### config.mk
export PLATFORM = sky130hd
export DESIGN_NAME = audio_mclk_gen
export DESIGN_NICKNAME = d
export VERILOG_FILES = /design/src/rtl/acg_pkg.sv /design/src/rtl/acg_ctrl.sv /design/src/rtl/acg_tick.sv /design/src/rtl/acg_frame.sv /design/src/rtl/audio_mclk_gen.sv
export SDC_FILE = /design/constraint.sdc
export NUM_CORES = 1
export LEC_CHECK = 0
export BUFFER_PORTS_ARGS = -buffer_cell sky130_fd_sc_hd__buf_4
export CORE_UTILIZATION = 30
export DETAILED_ROUTE_END_ITERATION = 6
export GPL_TIMING_DRIVEN = 0
export HOLD_SLACK_MARGIN = 0.12
export PLACE_DENSITY = 0.58
export REMOVE_ABC_BUFFERS = 1
export SETUP_SLACK_MARGIN = 0.02
export SLEW_MARGIN = 10
export SYNTH_ARGS = -nofsm -noshare
export SYNTH_HDL_FRONTEND = slang
export SYNTH_SLANG_ARGS = --single-unit
### constraint.sdc
create_clock -name clk_i -period 2.7 [get_ports clk_i]
set_input_delay 0.81 -clock clk_i [delete_from_list [all_inputs] [get_ports clk_i]]
set_output_delay 0.81 -clock clk_i [all_outputs]
set_load 0.01 [all_outputs]
### src/rtl/acg_pkg.sv
package acg_pkg;

    typedef enum logic [1:0] {
        SPD_SINGLE = 2'b00,
        SPD_DOUBLE = 2'b01,
        SPD_QUAD   = 2'b10,
        SPD_RSVD   = 2'b11
    } speed_e;

    typedef enum logic {
        ST_HOLD = 1'b0,
        ST_RUN  = 1'b1
    } state_e;

    // log2 of the bit-clock half period in reference cycles
    function automatic logic [1:0] half_shift(input speed_e spd, input logic fast);
        logic [1:0] base;
        unique case (spd)
            SPD_SINGLE: base = 2'd2;
            SPD_DOUBLE: base = 2'd1;
            default:    base = 2'd0;
        endcase
        return base + {1'b0, fast};
    endfunction

endpackage

### src/rtl/acg_ctrl.sv
module acg_ctrl
    import acg_pkg::*;
(
    input  logic       clk_i,
    input  logic       rst_ni,
    input  logic [1:0] speed_i,
    input  logic       fast_i,
    output logic       run_o,
    output logic [1:0] shift_o
);

    state_e state_q, state_d;
    speed_e spd_q, spd_d;
    logic   fast_q, fast_d;

    // state register
    always_ff @(posedge clk_i or negedge rst_ni) begin
        if (!rst_ni) begin
            state_q <= ST_HOLD;
            spd_q   <= SPD_SINGLE;
            fast_q  <= 1'b0;
        end else begin
            state_q <= state_d;
            spd_q   <= spd_d;
            fast_q  <= fast_d;
        end
    end

    // next state: START, RECONF, STAY
    always_comb begin
        state_d = state_q;
        spd_d   = spd_q;
        fast_d  = fast_q;
        unique case (state_q)
            ST_HOLD: begin
                if (speed_e'(speed_i) != SPD_RSVD) begin
                    state_d = ST_RUN;
                    spd_d   = speed_e'(speed_i);
                    fast_d  = fast_i;
                end
            end
            ST_RUN: begin
                if (speed_e'(speed_i) != spd_q || fast_i != fast_q) begin
                    state_d = ST_HOLD;
                end
            end
            default: state_d = ST_HOLD;
        endcase
    end

    // outputs
    always_comb begin
        run_o   = (state_q == ST_RUN);
        shift_o = half_shift(spd_q, fast_q);
    end

endmodule

### src/rtl/acg_tick.sv
module acg_tick #(
    parameter int HCNT_W = 3
) (
    input  logic       clk_i,
    input  logic       rst_ni,
    input  logic       run_i,
    input  logic [1:0] shift_i,
    output logic       tick_o
);

    logic [HCNT_W-1:0] cnt_q;
    logic [HCNT_W:0]   span;
    logic [HCNT_W-1:0] limit;

    always_comb begin
        span   = (HCNT_W+1)'(1) << shift_i;
        limit  = HCNT_W'(span - (HCNT_W+1)'(1));
        tick_o = run_i && (cnt_q == limit);
    end

    always_ff @(posedge clk_i or negedge rst_ni) begin
        if (!rst_ni) begin
            cnt_q <= '0;
        end else if (!run_i || tick_o) begin
            cnt_q <= '0;
        end else begin
            cnt_q <= cnt_q + HCNT_W'(1);
        end
    end

endmodule

### src/rtl/acg_frame.sv
module acg_frame #(
    parameter int SLOTS = 64
) (
    input  logic clk_i,
    input  logic rst_ni,
    input  logic run_i,
    input  logic tick_i,
    output logic sclk_o,
    output logic lrck_o,
    output logic frame_start_o
);

    localparam int BCNT_W = $clog2(SLOTS);

    logic [BCNT_W-1:0] bcnt_q;
    logic [BCNT_W-1:0] bnext;
    logic              run_q;

    assign bnext = bcnt_q + BCNT_W'(1);

    always_ff @(posedge clk_i or negedge rst_ni) begin
        if (!rst_ni) begin
            sclk_o        <= 1'b0;
            lrck_o        <= 1'b0;
            frame_start_o <= 1'b0;
            bcnt_q        <= '0;
            run_q         <= 1'b0;
        end else begin
            run_q <= run_i;
            if (!run_i) begin
                sclk_o        <= 1'b0;
                lrck_o        <= 1'b0;
                frame_start_o <= 1'b0;
                bcnt_q        <= '0;
            end else begin
                frame_start_o <= !run_q;
                if (tick_i) begin
                    sclk_o <= !sclk_o;
                    if (sclk_o) begin
                        bcnt_q        <= bnext;
                        lrck_o        <= bnext[BCNT_W-1];
                        frame_start_o <= (bnext == '0);
                    end
                end
            end
        end
    end

endmodule

### src/rtl/audio_mclk_gen.sv
module audio_mclk_gen #(
    parameter int SLOTS  = 64,
    parameter int HCNT_W = 3
) (
    input  logic       clk_i,
    input  logic       rst_ni,
    input  logic [1:0] speed_i,
    input  logic       fast_i,
    output logic       sclk_o,
    output logic       lrck_o,
    output logic       frame_start_o
);

    logic       run;
    logic       tick;
    logic [1:0] shift;

    acg_ctrl u_ctrl (
        .clk_i   (clk_i),
        .rst_ni  (rst_ni),
        .speed_i (speed_i),
        .fast_i  (fast_i),
        .run_o   (run),
        .shift_o (shift)
    );

    acg_tick #(.HCNT_W(HCNT_W)) u_tick (
        .clk_i   (clk_i),
        .rst_ni  (rst_ni),
        .run_i   (run),
        .shift_i (shift),
        .tick_o  (tick)
    );

    acg_frame #(.SLOTS(SLOTS)) u_frame (
        .clk_i         (clk_i),
        .rst_ni        (rst_ni),
        .run_i         (run),
        .tick_i        (tick),
        .sclk_o        (sclk_o),
        .lrck_o        (lrck_o),
        .frame_start_o (frame_start_o)
    );

endmodule

==> results.md <==
* GRT Residual Overflow at 0
* Commonest non-fill, non-tap cells in the layout: 16 x dfrtp_1, 8 x nor2_1, 7 x buf_4, 6 x a21oi_1, 6 x nand2_1
* Chip height at 59.9 µm
* Post-CTS Setup Inserts at 0
* Synthesis-stage register bit count at 16
* Post-CTS Hold Buffers at 0
* Vias per cell at 5.34
* Placeable Area at 3130 µm²
* Post-detail-place hpwl at 1440 µm
* H-tree Lvls at 1
* Share of layout cells above drive strength 1 at 0.155
* First-pass GRT wire length at 3360 µm
* I/O pin count at 8
* Period utilization at 0.799
* Cells after Synth at 101
* Register area share after synthesis at 0.398
* CTS max path bufs at 2
* Worst hold path class: in -> async
* CTS tree: yes
* Worst slew margin at 0.629
* Setup WS pre-CTS at 0.574 ns
* Leading cell type in the layout, fill and taps excluded: dfrtp_1
* CTS sink cnt at 16
* Max_cap viols at 0
* Setup TNS at 0 ns
* Final Setup Violations at 0
* DR WL/cell at 12.9 µm
* Crit end category: flip-flop
* Die W at 59.9 µm
* DR DRC count at 0
* PortBufs at 7
* Largest net degree at the start of global routing at 19
* Max Slew Vio Count at 0
* Num CTS Buffers at 3
* Synth unique cells at 39
* Vias at 822
* Row Count at 20
* Final Critical Period at 2.16 ns
* Pre-antenna DRT Iters at 4
* Vias in the first global route at 730
* Initial antenna violation count at 0
* CTS resizes at 0
* Worst-path fanout max at 7
* CTS root buf: clkbuf_4
* Ys flop type: dfrtp_1
* Layout area overhead at 12.5%
* Status: completed
* Final hold viol count at 0
* Slew @ Worst Pin at 0.553 ns
* PwrDens at 886 nW/µm²
* Number of synthesized flops with an enable pin at 0
* Worst IR Drop VDD at 0.523 mV
* Initial core utilization at 0.322
* CP required at 2.91 ns
* Synth warnings at 0
* Share of flip-flops with an asynchronous set or reset at 1.00
* Clock skew at 0.000976 ns
* Clk slew on worst S/H paths at 0.08 ns
* Clock latency on the worst-skew pair at 0.28 ns
* Crit path DAT at 2.37 ns
* Die area at 3590 µm²
* Critical path launch point type: flip-flop
* Max frequency at 0.463 GHz
* Nets at 121
* DRT antenna net count at 0
* Number of diodes at 0
* Total wire length at 1980 µm
* GR Util All Layers at 0.129
* Mapped cell area at 1010 µm²
* Mapped Avg Cell Area at 9.97 µm²
* WHS at 0.371 ns
* Final WS setup at 0.542 ns
* Final estimated routing congestion in global placement at 0.798
* Initial DRC count at 14
* RSZ-0062 raised after global routing: no
* Pleak at 0.472 nW
* Setup CP Type: reg -> reg
[cell usage after synthesis, drive strengths merged, types with 2 or more instances]
library cell / instances / area share
dfrtp: 16 / 0.40
a21oi: 6 / 0.030
nor4b: 2 / 0.024
o31a: 3 / 0.026
nand4: 5 / 0.031
nor2: 8 / 0.030
o2111ai: 3 / 0.032
nand2b: 5 / 0.031
a31oi: 3 / 0.019
o21ai: 2 / 0.0099
and3: 3 / 0.019
ha: 4 / 0.050
nand3: 4 / 0.020
inv: 2 / 0.0075
and4: 2 / 0.020
nor4: 2 / 0.012
nor4bb: 2 / 0.020
xnor2: 3 / 0.026
mux2i: 4 / 0.040
nand2: 6 / 0.022
or3: 2 / 0.017
o21a: 2 / 0.015
[metal layers]
| layer | track usage | part of all wire | up-vias |
|---|---|---|---|
| met1 | 0.162 | 0.50 | 395 |
| met5 | 0 | 0 | - |
| li1 | - | - | 415 |
| met4 | 0.0299 | 0.0050 | 0 |
| met2 | 0.210 | 0.46 | 10 |
| met3 | 0.0455 | 0.032 | 2 |
[area by class of cell]
type                       count  area, µm²
inverter                       2       7.51
sequential                    16        400
timing repair buffer           7       52.6
fill                         327       1990
tap                           44       55.1
multi-input combinational     82        596
clock buffer                   3       22.5
[path summary, 6_finish.rpt]
check | slack [ns] | endpoint | depth (start not counted) | start
max reg2reg | 0.54 | u_frame.bcnt_q[3]$_DFFE_PN0P_ | 6 | u_ctrl.spd_q[0]$_DFFE_PN0P_
min reg2reg | 0.55 | u_frame.frame_start_o$_DFF_PN0_ | 3 | u_frame.run_q$_DFF_PN0_
max in group asynchronous | 2.14 | u_frame.bcnt_q[5]$_DFFE_PN0P_ | 1 | rst_ni
min | 0.37 | u_tick.cnt_q[0]$_DFF_PN0_ | 1 | rst_ni
min in group clk_i | 0.55 | u_frame.frame_start_o$_DFF_PN0_ | 3 | u_frame.run_q$_DFF_PN0_
max | 0.54 | u_frame.bcnt_q[3]$_DFFE_PN0P_ | 6 | u_ctrl.spd_q[0]$_DFFE_PN0P_
[critical path: stages, from the launching register on]
cell and delay [ns]:
dfrtp_1 0.46, nor2b_1 0.17, ha_1 0.37, xnor2_1 0.32, o2111ai_2 0.27, a31oi_1 0.29, mux2i_1 0.21
[sequential cells by signal, indices dropped and copies added (netlist names)]
register and flops:
u_frame.sclk_o 1, u_ctrl.run_o 1, u_tick.cnt_q 3, u_frame.bcnt_q 6
u_frame.frame_start_o 1, u_frame.run_q 1, u_ctrl.spd_q 2, u_ctrl.fast_q 1
[per-stage QoR]
step	power (W)	utilization	instance area, µm²	instances
6_report	0.00100	0.362	1130	154
5_1_grt	0.00109	0.362	1130	154
4_1_cts	0.00101	0.362	1130	154
3_5_place_dp	0.000887	0.355	1110	151
3_3_place_gp	0.000868	0.355	1110	151
2_1_floorplan	0.000760	-	1000	100
[power by group]
part	leakage [nW]	internal (W)	switching (W)
logic	0.248	0.000208	0.000239
registers	0.210	0.000308	0.000127
clock network	0.0138	0.0000518	0.0000699
[cells by family after synthesis]
logic type,after synthesis,synth area share
simple gates,46,0.280
compound gates,23,0.176
flops,16,0.398
mux,5,0.0509
xor+xnor,4,0.0348
fa+ha+maj,4,0.0497
buf+inv,3,0.0112
(Power assumes the default switching activity.)
